[config.mk]
export PLATFORM = sky130hd
export DESIGN_NAME = rod_busy_ctrl
export DESIGN_NICKNAME = d
export VERILOG_FILES = /design/src/rtl/rod_busy_ctrl.sv
export SDC_FILE = /design/constraint.sdc
export NUM_CORES = 1
export LEC_CHECK = 0
export CAP_MARGIN = 0
export CORE_MARGIN = 5
export CORE_UTILIZATION = 45
export CTS_CLUSTER_DIAMETER = 120
export DETAILED_ROUTE_END_ITERATION = 8
export GPL_TIMING_DRIVEN = 1
export HOLD_SLACK_MARGIN = 0.1
export RECOVER_POWER = 50
export SLEW_MARGIN = 10
export SYNTH_ARGS = -nofsm -noshare
export SYNTH_HDL_FRONTEND = slang
export SYNTH_SLANG_ARGS = --single-unit
[constraint.sdc]
create_clock -name clk -period 5.1 [get_ports clk]
set_input_delay 0.51 -clock clk [delete_from_list [all_inputs] [get_ports clk]]
set_output_delay 0.51 -clock clk [all_outputs]
set_load 0.01 [all_outputs]
[src/rtl/rod_busy_ctrl.sv]
module rod_busy_ctrl #(
  parameter int N_DRV = 4,
  parameter int CNT_W = 16,
  parameter int DW    = 32,
  localparam int NC   = N_DRV + 1,
  localparam int NREG = 8 + 2 * NC,
  localparam int AW   = $clog2(NREG)
) (
  input  logic             clk,
  input  logic             rst_n,
  input  logic [N_DRV-1:0] xoff,
  input  logic [N_DRV-1:0] near_full,
  input  logic [N_DRV-1:0] malf,
  input  logic             reg_we,
  input  logic [AW-1:0]    reg_addr,
  input  logic [DW-1:0]    reg_wdata,
  output logic [DW-1:0]    reg_rdata,
  output logic [N_DRV-1:0] busy,
  output logic             gbusy
);

  localparam logic [CNT_W-1:0] CMAX = '1;

  logic [N_DRV-1:0] en_q, nox_q, mfe_q, dis_q, msk_q, busy_q;
  logic             gbusy_q;
  logic [CNT_W-1:0] rise_c [NC];
  logic [CNT_W-1:0] hi_c   [NC];
  logic [CNT_W-1:0] hi_s   [NC];
  logic [CNT_W-1:0] tot_c, tot_s;

  wire [N_DRV-1:0] busy_d  = ~dis_q & en_q & near_full &
                             ((malf & mfe_q) | (~malf & (xoff | nox_q)));
  wire             gbusy_d = |(busy_d & ~msk_q);
  wire [NC-1:0]    sig_d   = {gbusy_d, busy_d};
  wire [NC-1:0]    sig_q   = {gbusy_q, busy_q};

  wire          cmd  = reg_we && (reg_addr == AW'(5));
  wire          snap = cmd && reg_wdata[0];
  wire [NC-1:0] clr  = cmd ? reg_wdata[NC:1] : '0;

  assign busy  = busy_q;
  assign gbusy = gbusy_q;

  always_ff @(posedge clk or negedge rst_n) begin
    if (!rst_n) begin
      en_q  <= '0;
      nox_q <= '0;
      mfe_q <= '0;
      dis_q <= '0;
      msk_q <= '0;
    end else if (reg_we) begin
      case (reg_addr)
        AW'(0): en_q  <= reg_wdata[N_DRV-1:0];
        AW'(1): nox_q <= reg_wdata[N_DRV-1:0];
        AW'(2): mfe_q <= reg_wdata[N_DRV-1:0];
        AW'(3): dis_q <= reg_wdata[N_DRV-1:0];
        AW'(4): msk_q <= reg_wdata[N_DRV-1:0];
        default: ;
      endcase
    end
  end

  always_ff @(posedge clk or negedge rst_n) begin
    if (!rst_n) begin
      busy_q  <= '0;
      gbusy_q <= 1'b0;
    end else begin
      busy_q  <= busy_d;
      gbusy_q <= gbusy_d;
    end
  end

  for (genvar k = 0; k < NC; k++) begin : g_cnt
    always_ff @(posedge clk or negedge rst_n) begin
      if (!rst_n) begin
        rise_c[k] <= '0;
        hi_c[k]   <= '0;
        hi_s[k]   <= '0;
      end else begin
        if (clr[k]) begin
          rise_c[k] <= '0;
          hi_c[k]   <= '0;
        end else begin
          if (sig_d[k] && !sig_q[k] && rise_c[k] != CMAX) rise_c[k] <= rise_c[k] + 1'b1;
          if (sig_d[k] && hi_c[k] != CMAX) hi_c[k] <= hi_c[k] + 1'b1;
        end
        if (snap) hi_s[k] <= hi_c[k];
      end
    end
  end

  always_ff @(posedge clk or negedge rst_n) begin
    if (!rst_n) begin
      tot_c <= '0;
      tot_s <= '0;
    end else begin
      if (clr[N_DRV])        tot_c <= '0;
      else if (tot_c != CMAX) tot_c <= tot_c + 1'b1;
      if (snap) tot_s <= tot_c;
    end
  end

  always_comb begin
    reg_rdata = '0;
    case (reg_addr)
      AW'(0): reg_rdata = DW'(en_q);
      AW'(1): reg_rdata = DW'(nox_q);
      AW'(2): reg_rdata = DW'(mfe_q);
      AW'(3): reg_rdata = DW'(dis_q);
      AW'(4): reg_rdata = DW'(msk_q);
      AW'(6): reg_rdata = DW'(tot_s);
      default: ;
    endcase
    for (int k = 0; k < NC; k++) begin
      if (reg_addr == AW'(8 + 2 * k)) reg_rdata = DW'(rise_c[k]);
      if (reg_addr == AW'(9 + 2 * k)) reg_rdata = DW'(hi_s[k]);
    end
  end

endmodule

Yosys cells after proc, flatten, opt, wreduce, memory -nomap -nowiden
Cells that the tools add are included.

Bits in registers: 297. Input port bits: 52. Output and inout bits: 37.

Reductions and logical operators: 40. Equality and inequality tests: 27. Bitwise logic cells: 11. Multiplexer cells: 34. $add $sub $neg: 11.

Operator list (count): two-way mux 16 bit (22); two-way mux 32 bit (10); adder 16 x 1 -> 16 bit, second input constant (11); inequality test 16 bit, second input constant (11); case mux 16 bit (6 select lines) (1); == test 5 x 4 -> 1 bit, second input constant (8); AND 4 bit (6); nonzero test 2 bit (11); logical AND 1 bit (17); == test 5 x 3 -> 1 bit, second input constant (3); NOT 4 bit (3); == test 5 x 2 -> 1 bit, second input constant (2); == test 5 bit, second input constant (2); AND reduction 2 bit (5); bitwise OR 4 bit (2); == test 5 x 1 -> 1 bit, second input constant (1); logical NOT 1 bit (5); logical NOT 5 bit (1); two-way mux 5 bit (1); OR reduction 4 bit (1).

Depth between registers and ports, before layout
Gate-level depths: netlist of run 1.

Depth in word-level cells: 12. Depth in mapped cells: 9. Depth with buffers taken out: 6.

Least setup slack after synthesis of run 1
OpenSTA, ideal clock, no wires.

Path type: input-to-output. Start: input port reg_addr[0]. End: output port reg_rdata[10]. Data arrival time: 2.004 ns. Data required time: 4.590 ns. Buffers on the path: 3. Stages: 8. Path slack: 2.586 ns. Cells stage by stage: buf_2 > or3b_1 > clkbuf_1 > nor2_1 > buf_2 > a22oi_1 > and3_1 > o221ai_1.

Cells in the longest elaborated chain, start to end: 12. Elaborated cells between the ends (all ways): 27. Classes of those cells: eq/ne (15); mux (11); reduce/logical (1).

Ends and longest elaborated chain: start: declaration (line 15) `input logic [AW-1:0] reg_addr,`; == test 5 x 3 -> 1 bit (tied with other cells) (line 105) `case (reg_addr)`; case mux 16 bit (6 select lines) (line 105); two-way mux 32 bit (line 115) `if (reg_addr == AW'(8 + 2 * k)) reg_rdata = DW'(rise_c[k]);`; two-way mux 32 bit (line 116) `if (reg_addr == AW'(9 + 2 * k)) reg_rdata = DW'(hi_s[k]);`; two-way mux 32 bit (line 115); two-way mux 32 bit (line 116); two-way mux 32 bit (line 115); two-way mux 32 bit (line 116); two-way mux 32 bit (line 115); two-way mux 32 bit (line 116); two-way mux 32 bit (line 115); two-way mux 32 bit (*) (line 116); end: declaration (line 17) `output logic [DW-1:0] reg_rdata,`.

Every way passes the cells marked *; elsewhere a longest branch is shown, timed or not.

Final worst setup path of run 1
Start: input port reg_addr[4]. End: output port reg_rdata[8].

Same word-level chain as after synthesis.

==> results.md, run 1 <==
- Status: complete, but fails checks
- Failing checks: max-capacitance violations, max-slew violations
- Yosys top cell area share: 45.9%
- TritonRoute pass-1 iters: 6
- Crit Path Max Fanout: 15
- Worst Skew: 0.0191 ns
- Leading area contributor after synthesis: dfrtp_1
- Synth area leaders: dfrtp_1 46%, mux2_2 8.2%, nor2_1 3.3%, xor2_1 3.2%, a21oi_1 2.8%
- IO Port Bufs: 46
- CTS Buf Count: 36
- CTS tree: built
- # nets final: between 1500 and 2000
- Root Driver: clkbuf_16
- Synth unique cells: 82
- FF+latch count, synth: 297
- # Post-CTS Setup Buffers: 0
- EDFF count, synth: 0
- Minimum clock period: 4.37 ns
- RSZ-0062 raised after global routing: false
- Placed insts: 2066
- Mapped Avg Cell Area: 9.95 µm²
- Worst Setup End Kind: primary output
- Leak pwr: between 7 and 8 nW
- Diode count: 0
- Number of routed nets with antenna violations: 0
- Fill cell count: 3288
- First-pass GRT wire length: 73600 µm
- Startpoint types: primary input
- Commonest non-fill, non-tap cells in the layout: 297 x dfrtp_1, 141 x nor2_1, 118 x mux2_2
- Peak supply drop: 359 µV
- Warnings, synthesis: 0
- Hold slack: approximately 0.32 ns
- Crit path DAT: 3.86 ns
- Drt first-iter violations: 1064
- CTS Sinks: 297
- Clock latency on the worst-skew pair: approximately 0.53 ns
- H-tree depth: 2
- Tot GR Track Use: roughly a quarter
- Synthesis-to-layout area growth: 12.0%
- Met2 wire length: 21800 µm
- Max Used Layer: met4
- Register area share after synthesis: between 40% and 50%
- DIE WIDTH: 200 µm
- F_max: 0.229 GHz
- Die H: 200 µm
- Setup CP Type: primary input to primary output
- Pwr/cell area: 345 nW/µm²
- Via Count: 13200
- Worst hold path class: primary input to asynchronous set/reset pin
- Die Area: 39900 µm²
- Post-Syn Area: around 16000 µm²
- Slew Viols, Final: ~360
- Final Setup Violations: 0
- Worst Tran Pin Value: 3.19 ns
- Routability Congestion: 0.951
- Share of cells above drive strength 1: 13.4%
- I/O pin cnt: 89
- Initial antenna violation count: 0
- Maximum capacitance violations: 3
- CTS Buffer Depth: 3
- Wirelength per Cell: 21.8 µm
- Dominant register cell in the synthesized netlist: dfrtp_1
- Vias in the first global route: between 10000 and 15000
- Met3 routed WL: 2660 µm
- Wire length on met1: 20700 µm
- CORE AREA: 35600 µm²
- Final wirelength: roughly 47000 µm
- Number of remaining DRC errors: 0
- Grt ovf: 0
- Largest net degree at the start of global routing: 169
- Sequential cell area: 7430 µm²
- Commonest non-fill, non-tap cell in the layout: dfrtp_1
- Via/cell ratio: a little over 6
- Cells after Synth: 1626
- Req. time, crit path: 4.59 ns
- Multi-input logic area: 8180 µm²
- Initial Utilization: between 40% and 50%
- Async SR Flop Fraction: 100%
- HPWL Detailed: 33600 µm
- Overall power: 6.25 mW
- Final period util: a little under nine tenths
- Post-Route Utilization: 51.0%
- Slew margin rel.: -112%
- Post-Layout Cell Count: between 2000 and 2500
- R2R setup slack: between 1 and 1.5 ns
- Final hold viol count: 0
- Site row count: 69
- TNS Setup: 0 ns
- Reg clk slew, reported paths: 0.06 ns
-- layer usage --
layer	GRT usage, %	vias to the layer above
met2	37.6	371
met4	6.87	0
met5	0	-
met1	33.0	6611
li1	-	6108
met3	4.27	76
-- cell usage after synthesis, drive strengths merged, types with 13 or more instances --
cell,count
and3,41
mux2i,23
clkbuf,38
nor3,23
and4,25
mux2,118
a21oi,93
or4,36
xor2,60
dfrtp,297
a211oi,20
nand4,44
o211ai,27
nand3,81
o31ai,31
nand2,104
inv,19
o21ai,62
and2,13
nor2b,13
a22oi,20
nor2,141
buf,70
xnor2,24
or3,32
-- path summary, 6_finish.rpt --
| kind | start | end | cells past startpoint |
|---|---|---|---|
| worst max-delay path | reg_addr[4] | reg_rdata[8] | 7 |
| worst min-delay path | rst_n | hi_s[29] | 2 |
| worst max register to register | nox_q[3] | hi_c[9] | 7 |
| worst min register to register | hi_s[8] | hi_s[8] | 1 |
| max in group asynchronous | rst_n | rise_c[62] | 3 |
| min in group clk | hi_s[8] | hi_s[8] | 1 |
-- critical path: stages --
cell	delay (ns)
clkdlybuf4s50_1	0.76
or3_1	0.58
nor2_1	0.49
a222oi_1	0.26
and4_1	0.25
o22ai_1	0.36
clkdlybuf4s50_1	0.63
-- cell families (layout without fill, tap and decap cells) --
kind of cell / Yosys count / after routing / synth area share (%)
other cells: 1 / 16 / 0.0232
xor+xnor: 84 / 84 / 4.55
flops: 297 / 297 / 45.9
compound gates: 358 / 358 / 15.0
buf+inv: 130 / 160 / 3.93
mux: 141 / 141 / 9.63
fa+ha+maj: 11 / 11 / 0.851
simple gates: 604 / 604 / 20.1
-- sequential cells by signal (all words and copies together) (netlist names) --
register  flops
nox_q         4
dis_q         4
tot_s        16
hi_s         80
msk_q         4
tot_c        16
en_q          4
mfe_q         4
gbusy         1
busy          4
rise_c       80
hi_c         80
-- metrics by stage --
step / setup slack, ns / area (µm²)
5_1_grt: 0.664 / 18100
6_report: 0.727 / 18100
2_1_floorplan: 2.59 / 16200
3_5_place_dp: 0.871 / 17000
4_1_cts: 0.856 / 18200
3_3_place_gp: 0.868 / 17000
-- final cells by class --
cell class                 instances  area share, %
clock inverter                    17          0.994
multi-input combinational       1214           45.1
tap                              461           3.18
inverter                          22          0.455
sequential                       297           41.0
timing repair buffer              73           3.64
clock buffer                      48           5.61
-- power breakdown --
part	internal, mW	total (mW)	switching, mW	leakage, nW
sequential	2.60	2.93	0.329	4.03
clock	1.56	2.57	1.01	0.590
combinational	0.324	0.758	0.434	3.14
-- repair_timing --
item | CTS | global route
gates resized for setup | 0 | 0
setup endpoints to repair | 0 | 0
hold buffers | 1 | 0
hold endpoints to repair | 3 | 0
No activity file was read; power rests on OpenSTA's default activity.
==> run 2, diff against run 1 <==
--- a/config.mk
+++ b/config.mk
@@ -13,6 +13,7 @@
 export GPL_TIMING_DRIVEN = 1
 export HOLD_SLACK_MARGIN = 0.1
 export RECOVER_POWER = 50
+export REMOVE_ABC_BUFFERS = 1
 export SLEW_MARGIN = 10
 export SYNTH_ARGS = -nofsm -noshare
 export SYNTH_HDL_FRONTEND = slang
==> run 2 against run 1 <==
The flow still finishes with violations (max-capacitance violations, max-slew violations). Routed wire length is 0.46% higher. Core utilization is 0.30 points higher. Die area stayed put. Global-route usage is 0.10 points higher. Flip-flop and latch count stayed put. Clock skew is 0.0013 ns lower. Clock-buffer cell count is 2 higher. Non-clock buffer count is 4 higher. Sequential share of layout area is 0.24 points lower.
==> results.md, run 2 (synthesis results as in run 1) <==
- Clock share of power: 42.2% (was 41.1%)
- Via Count: 13200 (about the same)
- Minimum clock period: 4.40 ns (was 4.37 ns)
- Commonest non-fill, non-tap cells in the layout: 297 x dfrtp_1, 141 x nor2_1, 118 x mux2_2 (unchanged)
- Worst hold path class: flip-flop to flip-flop (was primary input to asynchronous set/reset pin)
- Startpoint types: primary input (unchanged)
- Worst Tran Pin Value: 2.64 ns (was 3.19 ns)
- CTS tree: built (unchanged)
- Status: complete, but fails checks (unchanged)
- Post-Route Utilization: 51.3% (was 51.0%)
- Final hold viol count: 0 (unchanged)
- Drt first-iter violations: 1260 (was 1064)
- Peak supply drop: 269 µV (was 359 µV)
- Placed Instance Area: 17000 µm² (about the same)
- I/O pin cnt: 89 (unchanged)
- Site row count: 69 (unchanged)
- CTS Buf Count: 36 (unchanged)
- Share of cells above drive strength 1: 13.7% (was 13.4%)
- CTS Buffer Depth: 3 (unchanged)
- Largest net degree at the start of global routing: 125 (was 169)
- Grt ovf: 0 (unchanged)
- Switch share: 28.1% (was 28.3%)
- Worst Skew: 0.0178 ns (was 0.0191 ns)
- First-pass GRT wire length: 74400 µm (was 73600 µm)
- IO Port Bufs: 46 (unchanged)
- # nets final: 1711 (was 1707)
- CORE AREA: 35600 µm² (unchanged)
- Vias in the first global route: 12700 (was 12600)
- Slew Viols, Final: 134 (was 358)
- Resize count post-CTS: 0 (unchanged)
- Comb power frac: 12.0% (was 12.1%)
- Die Area: 39900 µm² (unchanged)
- Diode count: 0 (unchanged)
- Crit Path Max Fanout: 15 (unchanged)
- Commonest non-fill, non-tap cell in the layout: dfrtp_1 (unchanged)
- Tot GR Track Use: 23.6% (was 23.5%)
- DIE WIDTH: 200 µm (unchanged)
- TritonRoute pass-1 iters: 5 (was 6)
- Wirelength per Cell: 21.9 µm (was 21.8 µm)
- Routability Congestion: 1.00 (was 0.951)
- Synthesis-to-layout area growth: 12.7% (was 12.0%)
- Switch Pwr: 1.79 mW (was 1.77 mW)
- Die H: 200 µm (unchanged)
- Root Driver: clkbuf_16 (unchanged)
- Crit path DAT: 3.89 ns (was 3.86 ns)
- Critical Path Start: reg_addr[3] (was reg_addr[4])
- H-tree depth: 2 (unchanged)
- Setup CP Type: primary input to primary output (unchanged)
- Failing checks: max-capacitance violations, max-slew violations (unchanged)
- Number of routed nets with antenna violations: 0 (unchanged)
- HPWL Detailed: 33800 µm (was 33600 µm)
- RSZ-0062 raised after global routing: false (unchanged)
- Internal cell power: 4.60 mW (was 4.48 mW)
- Hold_buf cts: 1 (unchanged)
- Worst Setup End Kind: primary output (unchanged)
- Maximum capacitance violations: 2 (was 3)
- Pwr/cell area: 351 nW/µm² (was 345 nW/µm²)
- Initial antenna violation count: 0 (unchanged)
- HP Start: hi_s[76]
- # Post-CTS Setup Buffers: 0 (unchanged)
- Biggest regs: hi_c: 80 flops, hi_s: 80 flops, rise_c: 80 flops (unchanged)
- Req. time, crit path: 4.59 ns (about the same)
- Final period util: 86.2% (was 85.7%)
- Clock latency on the worst-skew pair: 0.54 ns (was 0.53 ns)
- Post-route cell area: 18200 µm² (was 18100 µm²)
- Leak pwr: 7.81 nW (was 7.76 nW)
- Reg-to-reg critical path startpoint: nox_q[3] (unchanged)
- Via/cell ratio: 6.19 (was 6.18)
- Slew margin rel.: -75.9% (was -112%)
- Initial Utilization: 45.5% (unchanged)
- Number of remaining DRC errors: 0 (unchanged)
- Final Setup Violations: 0 (unchanged)
- CTS Sinks: 297 (unchanged)
- Sequential power share: 45.8% (was 46.8%)
- Reg clk slew, reported paths: 0.05 ns (was 0.06 ns)
- TNS Setup: 0 ns (unchanged)
- F_max: 0.227 GHz (was 0.229 GHz)
- Final wirelength: 46700 µm (was 46500 µm)
run 2: worst paths after layout:
check                                to  slack [ns]  cells past startpoint
setup / recovery           reg_rdata[7]        0.70                      7
hold / removal                 hi_s[76]        0.50                      1
setup reg to reg                hi_c[1]        2.41                      7
hold reg to reg                hi_s[76]        0.50                      1
max in group asynchronous      hi_c[44]        1.07                      3
min in group asynchronous      hi_c[24]        1.32                      2
run 2: metal layers:
layer,up-vias,routed length [µm],GRT usage [%]
met3,103,3290,5.55
met5,-,0,0
met1,6642,20500,32.6
met2,366,21200,36.3
met4,0,1830,9.08
li1,6125,-,-
run 2: cell type report:
type | instances | area, µm²
clock buffers | 50 | 1060
clock inverters | 16 | 204
fillers | 3257 | 17300
inverters | 22 | 82.6
multi-input cells | 1214 | 8180
flip-flops and latches | 297 | 7430
well taps | 461 | 577
repair buffers | 77 | 701
run 2: through the flow:
step | power (mW) | setup slack, ns | cells | hold slack (ns)
after floorplan | 3.34 | 1.33 | 1533 | 0.214
after global placement | 3.70 | 0.854 | 2070 | 0.488
after detailed placement | 3.73 | 0.862 | 2070 | 0.495
after CTS | 6.46 | 0.854 | 2137 | 0.507
after global routing | 6.70 | 0.327 | 2137 | 0.529
final | 6.39 | 0.704 | 2137 | 0.502
run 2: power groups by stage:
stage	clock network [mW]	registers, mW	logic, mW
CTS	2.77	2.92	0.774
detailed placement	0	2.96	0.771
global placement	0	2.95	0.747
finish	2.70	2.93	0.767
global route	2.87	2.96	0.868
floorplan	0	2.83	0.511
run 2: worst max-delay path: stages:
cell and delay [ns]:
clkdlybuf4s50_1 0.87, nand2_1 0.48, nor2_1 0.50, a22oi_1 0.15, a311oi_1 0.63, a211o_1 0.19, clkdlybuf4s50_1 0.54
==> run 3, diff against run 2 <==
--- a/config.mk
+++ b/config.mk
@@ -10,6 +10,7 @@
 export CORE_UTILIZATION = 45
 export CTS_CLUSTER_DIAMETER = 120
 export DETAILED_ROUTE_END_ITERATION = 8
+export DONT_BUFFER_PORTS = 1
 export GPL_TIMING_DRIVEN = 1
 export HOLD_SLACK_MARGIN = 0.1
 export RECOVER_POWER = 50
==> run 3 against run 2 <==
The run ends with negative hold slack left. Total power is 2.8% lower. Die area stayed put. Maximum frequency is 27% higher. Register-to-register slack better by 0.02 ns. Sequential power hardly changed. First-iteration DRC count is 8.9% lower. Flip-flop and latch count stayed put. Combinational power is 15% lower. Critical path type unchanged. Critical endpoint is now reg_rdata[4]. Largest cell class unchanged.
==> results.md, run 3 (synthesis results as in run 1) <==
- Number of routed nets with antenna violations: 0 (unchanged)
- Site row count: 69 (unchanged)
- CTS tree: built (unchanged)
- Commonest non-fill, non-tap cells in the layout: 297 x dfrtp_1, 141 x nor2_1, 118 x mux2_2 (unchanged)
- Final hold viol count: 297 (was 0)
- Multi-input logic area: 8180 µm² (unchanged)
- Via Count: 12900 (was 13200)
- Crit Path Max Fanout: 53 (was 15)
- Switch share: 27.1% (was 28.1%)
- Internal cell power: 4.53 mW (was 4.60 mW)
- Resize count post-CTS: 0 (unchanged)
- Reg-to-reg critical path startpoint: nox_q[3] (unchanged)
- PnR worst setup slack: 1.64 ns (was 0.704 ns)
- Final wirelength: 45700 µm (was 46700 µm)
- Wirelength per Cell: 22.1 µm (was 21.9 µm)
- Worst Skew: 0.0173 ns (was 0.0178 ns)
- Switch Pwr: 1.68 mW (was 1.79 mW)
- Clock latency on the worst-skew pair: 0.52 ns (was 0.54 ns)
- TNS Setup: 0 ns (unchanged)
- Overall power: 6.21 mW (was 6.39 mW)
- Die Area: 39900 µm² (unchanged)
- Fill cell count: 3305 (was 3257)
- Die H: 200 µm (unchanged)
- Grt ovf: 0 (unchanged)
- First-pass GRT wire length: 72800 µm (was 74400 µm)
- Leak pwr: 7.52 nW (was 7.81 nW)
- Worst Setup End Kind: primary output (unchanged)
- Largest net degree at the start of global routing: 298 (was 125)
- Initial Utilization: 45.5% (unchanged)
- CTS Sinks: 297 (unchanged)
- Minimum clock period: 3.46 ns (was 4.40 ns)
- CTS Buffer Depth: 3 (unchanged)
- R2R setup slack: 2.43 ns (was 2.41 ns)
- Vias in the first global route: 12400 (was 12700)
- Crit path DAT: 2.95 ns (was 3.89 ns)
- Sequential cell area: 7430 µm² (unchanged)
- CTS Buf Count: 35 (was 36)
- Clock share of power: 42.6% (was 42.2%)
- Slew Viols, Final: 0 (was 134)
- Root Driver: clkbuf_16 (unchanged)
- Via/cell ratio: 6.24 (was 6.19)
- Tot GR Track Use: 23.1% (was 23.6%)
- DIE WIDTH: 200 µm (unchanged)
- Peak supply drop: 240 µV (was 269 µV)
- # Post-CTS Setup Buffers: 0 (unchanged)
- Pwr/cell area: 353 nW/µm² (was 351 nW/µm²)
- Initial antenna violation count: 0 (unchanged)
- Drt first-iter violations: 1148 (was 1260)
- Slew margin rel.: 27.1% (was -75.9%)
- CORE AREA: 35600 µm² (unchanged)
- Req. time, crit path: 4.59 ns (about the same)
- Reg clk slew, reported paths: 0.06 ns (was 0.05 ns)
- Diode count: 0 (unchanged)
- RSZ-0062 raised after global routing: false (unchanged)
- Comb power frac: 10.5% (was 12.0%)
- Worst Tran Pin Value: 1.09 ns (was 2.64 ns)
- Reg2reg path depth: 7 (unchanged)
- Hold slack: -0.313 ns (was 0.502 ns)
- Commonest non-fill, non-tap cell in the layout: dfrtp_1 (unchanged)
- Startpoint types: primary input (unchanged)
- Status: complete, but fails checks (unchanged)
- Sequential power share: 46.9% (was 45.8%)
- Number of remaining DRC errors: 0 (unchanged)
- IO Port Bufs: 0 (was 46)
- I/O pin cnt: 89 (unchanged)
- Synthesis-to-layout area growth: 8.77% (was 12.7%)
- F_max: 0.289 GHz (was 0.227 GHz)
- HPWL Detailed: 32100 µm (was 33800 µm)
- Share of cells above drive strength 1: 13.1% (was 13.7%)
- # nets final: 1646 (was 1711)
- DP Worst Slack: 1.87 ns (was 0.862 ns)
- TritonRoute pass-1 iters: 5 (unchanged)
- Reg2reg end: hi_c[9] (was hi_c[1])
- Final period util: 67.8% (was 86.2%)
- Final Setup Violations: 0 (unchanged)
- Biggest regs: hi_c: 80 flops, hi_s: 80 flops, rise_c: 80 flops (unchanged)
- Worst hold path class: primary input to asynchronous set/reset pin (was flip-flop to flip-flop)
- Failing checks: negative hold slack (was max-capacitance violations, max-slew violations)
- Routability Congestion: 0.972 (was 1.00)
- Setup CP Type: primary input to primary output (unchanged)
- H-tree depth: 2 (unchanged)
- Maximum capacitance violations: 0 (was 2)
## run 3: worst max-delay path by stage
stage | startpoint | to | cells after the start
6_report | reg_addr[0] | reg_rdata[4] | 5
5_1_grt | reg_addr[0] | reg_rdata[4] | 5
4_1_cts | reg_addr[0] | reg_rdata[4] | 5
3_5_place_dp | reg_addr[0] | reg_rdata[4] | 5
3_3_place_gp | reg_addr[0] | reg_rdata[4] | 5
2_1_floorplan | xoff[3] | hi_c[11] | 6
## run 3: worst max-delay path, stage by stage
cell and delay, ns:
nor3b_2 0.57, nor2b_1 0.75, a2111oi_0 0.23, a222oi_1 0.50, nand3_1 0.32
## run 3: final cells by class
type / instances / area share [%]
clock buffers: 49 / 5.97
clock inverters: 14 / 1.04
inverters: 22 / 0.469
multi-input cells: 1214 / 46.5
flip-flops and latches: 297 / 42.2
well taps: 461 / 3.28
repair buffers: 13 / 0.554
## run 3: power groups by stage
| stage | clock network [mW] | registers [mW] | logic [mW] |
|---|---|---|---|
| floorplan | 0 | 2.83 | 0.511 |
| global placement | 0 | 2.94 | 0.626 |
| detailed placement | 0 | 2.95 | 0.649 |
| CTS | 2.71 | 2.91 | 0.654 |
| global route | 2.82 | 2.95 | 0.751 |
| finish | 2.65 | 2.91 | 0.653 |
## run 3: per-layer routing
layer / routed length (µm) / vias to the layer above / track usage (%)
met5: 0 / - / 0
met4: 1400 / 0 / 7.07
met3: 3250 / 84 / 3.81
met2: 21000 / 401 / 36.3
met1: 20100 / 6437 / 32.9
li1: - / 5988 / -
## run 3: per-stage QoR
stage	hold WS [ns]	cell area [µm²]	std cells	utilization, %
final	-0.313	17600	2070	49.5
after CTS	-0.326	17600	2070	49.5
after floorplan	0.214	15700	1533	-
after global placement	0.225	16400	2007	46.0
after detailed placement	0.226	16400	2007	46.0
after global routing	-0.335	17600	2070	49.5
